## config.mk

```make
export PLATFORM = sky130hd
export DESIGN_NAME = page_slice_mapper
export DESIGN_NICKNAME = d
export VERILOG_FILES = /design/src/rtl/page_slice_pkg.sv /design/src/rtl/psm_rst_sync.sv /design/src/rtl/psm_region_table.sv /design/src/rtl/psm_slice_select.sv /design/src/rtl/page_slice_mapper.sv
export SDC_FILE = /design/constraint.sdc
export NUM_CORES = 1
export LEC_CHECK = 0
export BUFFER_PORTS_ARGS = -buffer_cell sky130_fd_sc_hd__clkbuf_2
export CAP_MARGIN = 20
export CORE_AREA = 2 2 223 203
export CTS_BUF_LIST = sky130_fd_sc_hd__clkbuf_4
export CTS_CLUSTER_DIAMETER = 120
export DETAILED_ROUTE_END_ITERATION = 12
export DIE_AREA = 0 0 225 205
export PLACE_DENSITY = 0.6
export SYNTH_ARGS = -nofsm -noshare
export SYNTH_HDL_FRONTEND = slang
export SYNTH_SLANG_ARGS = --single-unit
```

## constraint.sdc

```tcl
create_clock -name clk -period 0.9 [get_ports clk]
set_clock_uncertainty 0.05 [all_clocks]
set_input_delay 0.045 -clock clk [delete_from_list [all_inputs] [get_ports clk]]
set_output_delay 0.045 -clock clk [all_outputs]
set_load 0.01 [all_outputs]
```

## src/rtl/page_slice_pkg.sv

```systemverilog
package page_slice_pkg;

  typedef enum logic [1:0] {
    MAP_BITSEL   = 2'd0,
    MAP_REGION   = 2'd1,
    MAP_TLB      = 2'd2,
    MAP_COMBINED = 2'd3
  } map_mode_e;

  typedef enum logic [1:0] {
    SRC_BITSEL = 2'd0,
    SRC_REGION = 2'd1,
    SRC_TLB    = 2'd2
  } map_src_e;

endpackage

```

## src/rtl/psm_rst_sync.sv

```systemverilog
module psm_rst_sync (
  input  logic clk,
  input  logic rst_n,
  output logic rst_sync_n
);
  logic [1:0] sync_q;

  always_ff @(posedge clk or negedge rst_n) begin
    if (!rst_n) sync_q <= 2'b00;
    else        sync_q <= {sync_q[0], 1'b1};
  end

  assign rst_sync_n = sync_q[1];
endmodule

```

## src/rtl/psm_region_table.sv

```systemverilog
module psm_region_table #(
  parameter int PN_W        = 20,
  parameter int SLICE_W     = 4,
  parameter int NUM_REGIONS = 8,
  localparam int IDX_W      = (NUM_REGIONS > 1) ? $clog2(NUM_REGIONS) : 1
) (
  input  logic               clk,
  input  logic               rst_n,
  input  logic               wr_en,
  input  logic [IDX_W-1:0]   wr_idx,
  input  logic               wr_valid,
  input  logic [PN_W-1:0]    wr_lo,
  input  logic [PN_W-1:0]    wr_hi,
  input  logic [SLICE_W-1:0] wr_slice,
  input  logic [PN_W-1:0]    lookup_pn,
  output logic               hit,
  output logic [SLICE_W-1:0] hit_slice
);
  logic [NUM_REGIONS-1:0] match;
  logic [SLICE_W-1:0]     ent_slice [NUM_REGIONS];

  for (genvar g = 0; g < NUM_REGIONS; g++) begin : g_ent
    logic               sel;
    logic               vld_q, vld_d;
    logic [PN_W-1:0]    lo_q, lo_d, hi_q, hi_d;
    logic [SLICE_W-1:0] sl_q, sl_d;

    assign sel = wr_en && (wr_idx == IDX_W'(g));

    always_comb begin
      vld_d = vld_q;
      lo_d  = lo_q;
      hi_d  = hi_q;
      sl_d  = sl_q;
      if (sel) begin
        vld_d = wr_valid;
        lo_d  = wr_lo;
        hi_d  = wr_hi;
        sl_d  = wr_slice;
      end
    end

    always_ff @(posedge clk or negedge rst_n) begin
      if (!rst_n) vld_q <= 1'b0;
      else        vld_q <= vld_d;
    end

    always_ff @(posedge clk) begin
      if (sel) begin
        lo_q <= lo_d;
        hi_q <= hi_d;
        sl_q <= sl_d;
      end
    end

    assign match[g]     = vld_q && (lo_q <= lookup_pn) && (lookup_pn <= hi_q);
    assign ent_slice[g] = sl_q;
  end

  // lowest index wins: scan downward so the last override is index 0
  always_comb begin
    hit       = 1'b0;
    hit_slice = '0;
    for (int i = NUM_REGIONS - 1; i >= 0; i--) begin
      if (match[i]) begin
        hit       = 1'b1;
        hit_slice = ent_slice[i];
      end
    end
  end
endmodule

```

## src/rtl/psm_slice_select.sv

```systemverilog
module psm_slice_select
  import page_slice_pkg::*;
#(
  parameter int PN_W       = 20,
  parameter int NUM_SLICES = 16,
  localparam int SLICE_W   = (NUM_SLICES > 1) ? $clog2(NUM_SLICES) : 1
) (
  input  map_mode_e          mode,
  input  logic [PN_W-1:0]    pn,
  input  logic [SLICE_W-1:0] tlb_slice,
  input  logic               tlb_vld,
  input  logic               rgn_hit,
  input  logic [SLICE_W-1:0] rgn_slice,
  output logic [SLICE_W-1:0] slice,
  output logic [1:0]         src,
  output logic               miss
);
  logic [SLICE_W-1:0] bs_slice;

  if ((NUM_SLICES & (NUM_SLICES - 1)) == 0) begin : g_pow2
    assign bs_slice = pn[SLICE_W-1:0];
  end else begin : g_mod
    localparam logic [PN_W-1:0] NS = PN_W'(NUM_SLICES);
    logic [PN_W-1:0] rem;
    assign rem      = pn % NS;
    assign bs_slice = rem[SLICE_W-1:0];
  end

  always_comb begin
    slice = bs_slice;
    src   = SRC_BITSEL;
    miss  = 1'b0;
    unique case (mode)
      MAP_BITSEL: ;
      MAP_REGION: begin
        if (rgn_hit) begin
          slice = rgn_slice;
          src   = SRC_REGION;
        end else begin
          miss  = 1'b1;
        end
      end
      MAP_TLB: begin
        slice = tlb_slice;
        src   = SRC_TLB;
      end
      MAP_COMBINED: begin
        if (tlb_vld) begin
          slice = tlb_slice;
          src   = SRC_TLB;
        end else if (rgn_hit) begin
          slice = rgn_slice;
          src   = SRC_REGION;
        end
      end
      default: ;
    endcase
  end
endmodule

```

## src/rtl/page_slice_mapper.sv

```systemverilog
module page_slice_mapper
  import page_slice_pkg::*;
#(
  parameter int ADDR_W      = 32,
  parameter int PAGE_BITS   = 12,
  parameter int NUM_SLICES  = 16,
  parameter int NUM_REGIONS = 8,
  localparam int PN_W       = ADDR_W - PAGE_BITS,
  localparam int SLICE_W    = (NUM_SLICES > 1) ? $clog2(NUM_SLICES) : 1,
  localparam int IDX_W      = (NUM_REGIONS > 1) ? $clog2(NUM_REGIONS) : 1
) (
  input  logic               clk,
  input  logic               rst_n,
  input  logic               cfg_mode_we,
  input  logic [1:0]         cfg_mode,
  input  logic               rgn_we,
  input  logic [IDX_W-1:0]   rgn_idx,
  input  logic               rgn_valid,
  input  logic [PN_W-1:0]    rgn_lo,
  input  logic [PN_W-1:0]    rgn_hi,
  input  logic [SLICE_W-1:0] rgn_slice,
  input  logic               req_valid,
  input  logic [ADDR_W-1:0]  req_addr,
  input  logic [SLICE_W-1:0] req_tlb_slice,
  input  logic               req_tlb_vld,
  output logic               rsp_valid,
  output logic [SLICE_W-1:0] rsp_slice,
  output logic [1:0]         rsp_src,
  output logic               rsp_miss
);
  logic               rst_int_n;
  map_mode_e          mode_q, mode_d;
  logic [PN_W-1:0]    req_pn;
  logic               tbl_hit;
  logic [SLICE_W-1:0] tbl_slice;
  logic [SLICE_W-1:0] sel_slice;
  logic [1:0]         sel_src;
  logic               sel_miss;
  logic               vld_d;
  logic [SLICE_W-1:0] slice_d;
  logic [1:0]         src_d;
  logic               miss_d;

  psm_rst_sync u_rst (
    .clk        (clk),
    .rst_n      (rst_n),
    .rst_sync_n (rst_int_n)
  );

  assign req_pn = req_addr[ADDR_W-1:PAGE_BITS];

  // mode register
  always_comb begin
    mode_d = mode_q;
    if (cfg_mode_we) mode_d = map_mode_e'(cfg_mode);
  end

  always_ff @(posedge clk or negedge rst_int_n) begin
    if (!rst_int_n) mode_q <= MAP_BITSEL;
    else            mode_q <= mode_d;
  end

  psm_region_table #(
    .PN_W        (PN_W),
    .SLICE_W     (SLICE_W),
    .NUM_REGIONS (NUM_REGIONS)
  ) u_table (
    .clk       (clk),
    .rst_n     (rst_int_n),
    .wr_en     (rgn_we),
    .wr_idx    (rgn_idx),
    .wr_valid  (rgn_valid),
    .wr_lo     (rgn_lo),
    .wr_hi     (rgn_hi),
    .wr_slice  (rgn_slice),
    .lookup_pn (req_pn),
    .hit       (tbl_hit),
    .hit_slice (tbl_slice)
  );

  psm_slice_select #(
    .PN_W       (PN_W),
    .NUM_SLICES (NUM_SLICES)
  ) u_select (
    .mode      (mode_q),
    .pn        (req_pn),
    .tlb_slice (req_tlb_slice),
    .tlb_vld   (req_tlb_vld),
    .rgn_hit   (tbl_hit),
    .rgn_slice (tbl_slice),
    .slice     (sel_slice),
    .src       (sel_src),
    .miss      (sel_miss)
  );

  // response registers: fields load only with a request
  always_comb begin
    vld_d   = req_valid;
    slice_d = rsp_slice;
    src_d   = rsp_src;
    miss_d  = rsp_miss;
    if (req_valid) begin
      slice_d = sel_slice;
      src_d   = sel_src;
      miss_d  = sel_miss;
    end
  end

  always_ff @(posedge clk or negedge rst_int_n) begin
    if (!rst_int_n) begin
      rsp_valid <= 1'b0;
      rsp_slice <= '0;
      rsp_src   <= SRC_BITSEL;
      rsp_miss  <= 1'b0;
    end else begin
      rsp_valid <= vld_d;
      rsp_slice <= slice_d;
      rsp_src   <= src_d;
      rsp_miss  <= miss_d;
    end
  end
endmodule

```

==> results of run 1 <==
-- flip-flops by register name, summed over array words and instances (netlist names) --
signal / flops
mode_q: 2
rsp_miss: 1
rsp_slice: 4
rsp_src: 2
rsp_valid: 1
u_rst.sync_q: 2
u_table.g_ent.hi_q: 160
u_table.g_ent.lo_q: 160
u_table.g_ent.sl_q: 32
u_table.g_ent.vld_q: 8
-- logic make-up (layout without fill, tap and decap cells) --
| family | after synthesis | in the layout |
|---|---|---|
| flip-flops | 372 | 372 |
| adder cells (fa/ha/maj) | 320 | 320 |
| AND/OR/NAND/NOR | 301 | 301 |
| AO/OA/AOI/OAI | 288 | 288 |
| buffers and inverters | 207 | 817 |
| multiplexers | 10 | 10 |
| other | 1 | 6 |
-- final cells by class --
class	instances	area, um^2
fill	3499	18100
timing repair buffer	437	3650
antenna	5	12.5
clock buffer	144	1080
tap	562	703
multi-input combinational	920	8200
clock inverter	33	210
sequential	372	11100
inverter	203	762
-- metal layers --
layer	global-route usage, %	up-vias	wire, um	share of wire, %
met3	6.12	89	3950	7.1
met2	39.1	439	25600	46
met4	8.37	4	1410	2.5
li1	-	6867	-	-
met1	33.5	6995	25100	45
met5	0	-	26	0.046
-- power by group through the flow --
stage / sequential [mW] / combinational (mW) / clock (mW)
after floorplan: 20.2 / 2.84 / 0
after global placement: 20.3 / 5.88 / 0
after detailed placement: 20.3 / 6.04 / 0
after CTS: 19.9 / 6.61 / 15.7
after global routing: 20.0 / 7.58 / 16.6
final: 19.9 / 6.93 / 15.3
-- path summary, 6_finish.rpt --
kind	start	endpoint	slack, ns
max	u_table.g_ent[7].hi_q[1]$_DFFE_PP_	rsp_slice[3]$_DFFE_PN0P_	-2.41
min	rgn_idx[2]	u_table.g_ent[7].vld_q$_DFFE_PN0P_	-0.27
max reg2reg	u_table.g_ent[7].hi_q[1]$_DFFE_PP_	rsp_slice[3]$_DFFE_PN0P_	-2.41
min reg2reg	u_rst.sync_q[1]$_DFF_PN0_	rsp_src[1]$_DFFE_PN0P_	0.16
max in group asynchronous	rst_n	u_rst.sync_q[0]$_DFF_PN0_	0.09
min in group asynchronous	u_rst.sync_q[1]$_DFF_PN0_	rsp_src[1]$_DFFE_PN0P_	0.16
-- cells in the mapped netlist, drive strengths merged (6+ instances only) --
| cell | instances | share of area (%) |
|---|---|---|
| a21oi | 120 | 3.1 |
| nor2 | 31 | 0.60 |
| o21ai | 43 | 1.1 |
| and4 | 18 | 0.82 |
| edfxtp | 352 | 54 |
| ha | 320 | 21 |
| a221oi | 14 | 0.69 |
| mux2 | 7 | 0.40 |
| inv | 203 | 3.9 |
| nand3 | 46 | 1.2 |
| o211ai | 15 | 0.58 |
| and3 | 6 | 0.19 |
| dfrtp | 20 | 2.6 |
| or3 | 6 | 0.19 |
| nor3 | 10 | 0.26 |
| a221o | 6 | 0.31 |
| nand2b | 7 | 0.22 |
| and2 | 7 | 0.22 |
| nand4 | 51 | 1.6 |
| nor4 | 9 | 0.29 |
| nor2b | 17 | 0.55 |
| a21o | 22 | 0.85 |
| nand2 | 79 | 1.5 |
| a21boi | 9 | 0.35 |
| a211oi | 10 | 0.51 |
-- cell usage in the layout (no fill, tap or decap), types with 51 or more instances in the layout --
cell,instances
nand4_1,51
inv_1,196
nand2_1,77
clkbuf_4,144
a21oi_1,118
dlygate4sd3_1,89
ha_1,310
clkbuf_2,83
buf_4,224
edfxtp_1,352
-- tightest hold or removal path: cells and delay by family --
family                 cells  cell delay (ns)
buffers and inverters      1             0.13
AND/OR/NAND/NOR            2             0.18
multiplexers               1             0.19
-- metrics by stage --
stage	area [um^2]	TNS (ns)	total power, mW	worst slack, ns	hold WS, ns
final	25700	-23.99	42.1	-2.41	-0.267
after global routing	25700	-23.60	44.2	-2.54	-0.349
after CTS	25400	-18.91	42.2	-2.37	-0.352
after detailed placement	23000	-140.13	26.3	-2.98	-0.216
after global placement	23000	-138.02	26.2	-2.97	-0.218
after floorplan	19700	-208.67	23.1	-1.96	-0.301
-- repair_timing --
action                                  CTS  global route
hold endpoints to repair                724           352
buffers inserted                          6             5
hold buffers                             88             1
pin swaps                                13            30
endpoints found under the setup margin   17            21
gates resized for setup                  35            60
==> flow_summary.yaml, run 1 <==
logic_synthesis:
  synthMuxAreaShare_pct: 0.559
  synthDistinctLibCells: 71
  synth_top_family_by_area: "adder cells"
  synth_ff_type: "edfxtp_1"
  ys_seq_area_share_pct: 56.8
  synth.cell_area_mm2: 0.0195
  syn_nets: 1911
  synth_compound_area_share_pct: 9.77
  synth-edff-count: 352
  yosys_warnings: 0
  synth_xor_area_share_pct: 0
  async_flop_share_pct: 5.38
  synth_area_per_cell_um2: 13.0
  synthAdderAreaFrac_pct: 20.5
  synthCells: 1499
  synthSimpleGateAreaFrac_pct: 8.30
  ys_ff_latch: 372
cts:
  clockRootBuffer: "clkbuf_4"
  cts-buffers-inserted: 100
  cts.sinks: 372
  max-clock-path-buffers: 3
  worstSkewPairLatency_ns: 0.84
  clkSlewWorstSetupHoldPaths_ns: 0.06
  tritoncts: "yes"
  cts.htree.levels: 3
sta:
  min_period_ns: 3.31
  relSlewSlack_pct: 57.7
  setup-violations-final: 85
  rsz0062_at_grt: "yes"
  hold_slack_ns: -0.267
  worst_slack_ns: -2.41
  report.final.slew_viol_count: 0
  fmax_mhz: 302
  worst_slew_pin_slew_ns: 0.631
  final.period_utilization_pct: 368
  final-hold-violation-count: 280
worst_setup_path:
  cp-start-kind: "flip-flop"
  worst-path-buf-inv: 3
  path_delay_family: "compound AO/OA/AOI/OAI gates"
  cpMostUsedCell: "o211ai_1"
  endpoint_kind: "flip-flop"
  ff2ff_path_depth: 13
  crit_type: "reg2reg"
  worst-path-stages: 13
  slowest_delay_ns: 0.51
  cp.required_ns: 1.56
  cp_max_fo: 2
  arrival_ns: 3.97
  path_cells: "inv_2, ha_4, nor2b_4, o211ai_1, a21oi_2, a2111oi_4, buf_4, o221a_4, buf_6, o211ai_1, o2111ai_1, nand4b_1, a221oi_2"
  slowest_stage: "o211ai_1"
finish:
  finish.utilization_pct: 58.7
  area_growth_pct: 31.9
  finalNonFillerCells: 2676
  fin_nets: 2446
  drive_gt1_share_pct: 28.3
global_routing:
  grt_pass1_vias: 14702
  grt_usage_pct: 24.8
  grt_overflow_total: 0
  grt_pass1_wl_um: 84200
  antenna_found_initial: 5
  grt_max_degree: 37
hold_path:
  hold_class: "in2reg"
  worst_hold_path.num_cells: 4
job:
  maxCapViolations: 0
pwr:
  swShare_pct: 26.2
  vdd_drop_max_mv: 1.05
  clock_power_share_pct: 36.2
  p_leak_nw: 11.2
  p_sw_mw: 11.0
  p_per_area_mw_per_mm2: 1640
  intPower_mw: 31.1
  combPwrFrac_pct: 16.4
  p_seq_share_pct: 47.3
floorplanning:
  die_h_um: 205
  initial_utilization_pct: 44.5
  die-width_um: 225
  dieArea_mm2: 0.0461
  pin_count: 100
  core_area_mm2: 0.0438
  rows: 73
detailed_routing:
  wl_per_cell_um: 20.9
  dr.pass1.iters: 7
  drt-initial-drc-count: 1033
  drt_wl_total_um: 56100
  dr_total_vias: 14394
  viasPerCell: 5.38
  drc: 0
  drtAntennaViolNets: 0
placed_design:
  place_congestion: 0.887
  placedCellCount: 2396
  port_buffers: 87
  hpwl_um: 41200
outcome:
  status: "finished with violations"
  violations: "negative hold slack, negative setup slack"
No activity file was read; power rests on OpenSTA's default activity.
==> run 2, diff against run 1 <==
ABC_AREA = 1   (was unset)
CORE_AREA = 2 2 225 205   (was 2 2 223 203)
DIE_AREA = 0 0 227 207   (was 0 0 225 205)
SKIP_LAST_GASP = 1   (was unset)
==> run 2 against run 1 <==
Against the previous run: power fell by 2.6%; critical path type unchanged; design area decreased by 0.71%; largest power group unchanged; the run still ends with negative hold slack, negative setup slack left; hold slack improved by 0.21 ns; highest routed layer unchanged; flip-flop and latch count did not move.
==> flow_summary.yaml, run 2 <==
logic_synthesis:
  syn_nets: 2161
  async_flop_share_pct: 5.38
  synthCells: 1749
  synth-edff-count: 352
  yosys-top-cells-area: "edfxtp_1 (53%), ha_1 (20%), nand2_1 (5.4%)"
  yosys_warnings: 0
  synth_ff_type: "edfxtp_1"
  synth_area_per_cell_um2: 11.4
  yosysTopAreaCellShare_pct: 53.1
  yosysMostFrequentCell: "edfxtp_1"
  synth_largest_area_cell: "edfxtp_1"
  ys_ff_latch: 372
  ys_seq_area_share_pct: 55.7
  synth.cell_area_mm2: 0.0199
  synth_common_cells: "edfxtp_1 (352), ha_1 (320), nand2_1 (284)"
  synthDistinctLibCells: 39
pwr:
  p_leak_nw: 11.4
  power.total_mw: 41.0
  p_per_area_mw_per_mm2: 1610
  vdd_drop_max_mv: 1.04
finish:
  finalNonFillerCells: 2895
  fillerInstances: 3851
  area_growth_pct: 28.3
  layout_common_cells: "edfxtp_1 (352), ha_1 (303), inv_1 (255), nand2_1 (255), buf_4 (159)"
  fin_nets: 2614
  final_common_cell: "edfxtp_1"
  finish.utilization_pct: 56.9
  multi_input_area_mm2: 0.00850
  reg.largest.list: "u_table.g_ent.hi_q x160, u_table.g_ent.lo_q x160, u_table.g_ent.sl_q x32"
  drive_gt1_share_pct: 25.5
  register_area_mm2: 0.0111
floorplanning:
  initial_utilization_pct: 44.4
  die-width_um: 227
  pin_count: 100
  core_area_mm2: 0.0448
  die_h_um: 207
  rows: 74
  dieArea_mm2: 0.0470
detailed_routing:
  dr_total_vias: 14641
  viasPerCell: 5.06
  drtAntennaViolNets: 0
  drc: 0
  drt-initial-drc-count: 813
  dr.pass1.iters: 5
  wl_per_cell_um: 17.9
  drt_wl_total_um: 51900
worst_setup_path:
  arrival_ns: 3.27
  slowest_stage: "edfxtp_1"
  crit_type: "reg2reg"
  cp-start-kind: "flip-flop"
  timing.rr.end: "rsp_slice[0]$_DFFE_PN0P_"
  path_cells: "inv_1, ha_1, nand2_2, nor2_2, nand4_1, nor2_2, nand2_1, nand3_2, nand2_2, nand3_4, inv_1, a21oi_2, nand2_1, nand2_1, nand2_1, nand2_1, nand2_1, nand2_1, nand2_1, nand2_1, nand2_1, nand2_1, nand2_1"
  cp_max_fo: 8
  cp.required_ns: 1.55
  reg2reg_from: "u_table.g_ent[5].hi_q[15]$_DFFE_PP_"
  ff2ff_path_depth: 23
  slowest_delay_ns: 0.33
  cpMostUsedCell: "nand2_1"
  ff2ff_setup_slack_ns: -1.72
  endpoint_kind: "flip-flop"
outcome:
  status: "finished with violations"
  violations: "negative hold slack, negative setup slack"
sta:
  final.period_utilization_pct: 292
  rsz0062_at_grt: "yes"
  report.final.slew_viol_count: 0
  setup-violations-final: 383
  hold_slack_ns: -0.0606
  min_period_ns: 2.62
  worst_slack_ns: -1.72
  fmax_mhz: 381
  final-hold-violation-count: 149
placed_design:
  hpwl_um: 37000
  port_buffers: 87
  placedCellCount: 2611
  place_congestion: 0.906
global_routing:
  grt_pass1_wl_um: 80100
  grt_max_degree: 37
  use_met1_pct: 29.7
  grt_overflow_total: 0
  antenna_found_initial: 2
  grt_usage_pct: 22.5
  grt-busiest-layer: "met2"
  grtUsageMet2_pct: 36.8
  grt_pass1_vias: 14934
  met3_usage_pct: 4.54
hold_path:
  min_from: "rgn_we"
  worst_hold_path.num_cells: 6
  hold_path_end: "u_table.g_ent[2].hi_q[0]$_DFFE_PP_"
  hold_class: "in2reg"
cts:
  max-clock-path-buffers: 3
  clkSlewWorstSetupHoldPaths_ns: 0.08
  worstSkewPairLatency_ns: 0.80
  clockRootBuffer: "clkbuf_4"
  cts.sinks: 372
  cts-buffers-inserted: 102
  tritoncts: "yes"
  cts.htree.levels: 3
job:
  maxCapViolations: 0
==> run 2: power breakdown <==
group          internal (mW)  switching (mW)  total [mW]  leakage, nW
Clock                   7.64            7.24        14.9        0.764
Combinational           2.66            3.60        6.26         7.23
Sequential              19.6           0.264        19.9         3.43
Total                   29.9            11.1        41.0         11.4
==> run 2: routing by layer <==
layer / vias to the layer above / share of wire [%]
met3: 109 / 5.6
met1: 7008 / 44
met4: 2 / 2.9
met2: 398 / 47
li1: 7124 / -
met5: - / 0.025
==> run 2: how the worst max path moves through the flow <==
stage,start,endpoint,slack [ns]
after floorplan,u_table.g_ent[6].lo_q[9]$_DFFE_PP_,rsp_slice[0]$_DFFE_PN0P_,-1.26
after global placement,req_addr[30],rsp_slice[2]$_DFFE_PN0P_,-2.12
after detailed placement,req_addr[31],rsp_slice[1]$_DFFE_PN0P_,-2.22
after CTS,u_table.g_ent[0].lo_q[18]$_DFFE_PP_,rsp_slice[0]$_DFFE_PN0P_,-1.70
after global routing,u_table.g_ent[5].hi_q[15]$_DFFE_PP_,rsp_slice[3]$_DFFE_PN0P_,-2.01
final,u_table.g_ent[5].hi_q[15]$_DFFE_PP_,rsp_slice[0]$_DFFE_PN0P_,-1.72
==> run 2: area by class of cell <==
type	instances	share of cell area (%)
Antenna cell	1	0.00981
Multi-Input combinational cell	1102	33.3
Clock inverter	45	0.785
Sequential cell	372	43.4
Inverter	274	4.13
Timing Repair Buffer	350	11.2
Tap cell	608	2.98
Clock buffer	143	4.21
==> run 2: logic make-up (layout without fill, tap and decap cells) <==
logic type                 Yosys count  after routing  synth area share (%)
AOI/OAI and AO/OA                  234            234                  6.44
adders and majority gates          320            320                  20.1
buffers and inverters              275            812                  5.19
DFF                                372            372                  55.7
other                                1              2                0.0189
and+or+nand+nor                    547            547                  12.6
==> run 2: stage by stage <==
stage	setup slack, ns	setup TNS (ns)	area [um^2]
after global routing	-2.01	-40.33	25500
after global placement	-2.12	-147.72	22800
after floorplan	-1.26	-163.93	20100
after detailed placement	-2.22	-151.17	22800
final	-1.72	-52.59	25500
after CTS	-1.70	-31.42	25200
==> run 2: timing repair <==
item,CTS,global route
setup endpoints to repair,16,315
gates resized for setup,59,62
hold buffers,83,2
buffers inserted,5,8
hold endpoints to repair,724,360
pin swaps,32,45
==> run 2: worst max-delay path, delay by kind of cell, from the launching register on <==
kind,cells,cell delay (ns)
flops,1,0.33
fa+ha+maj,1,0.29
buf+inv,2,0.11
simple gates,19,1.66
compound gates,1,0.10
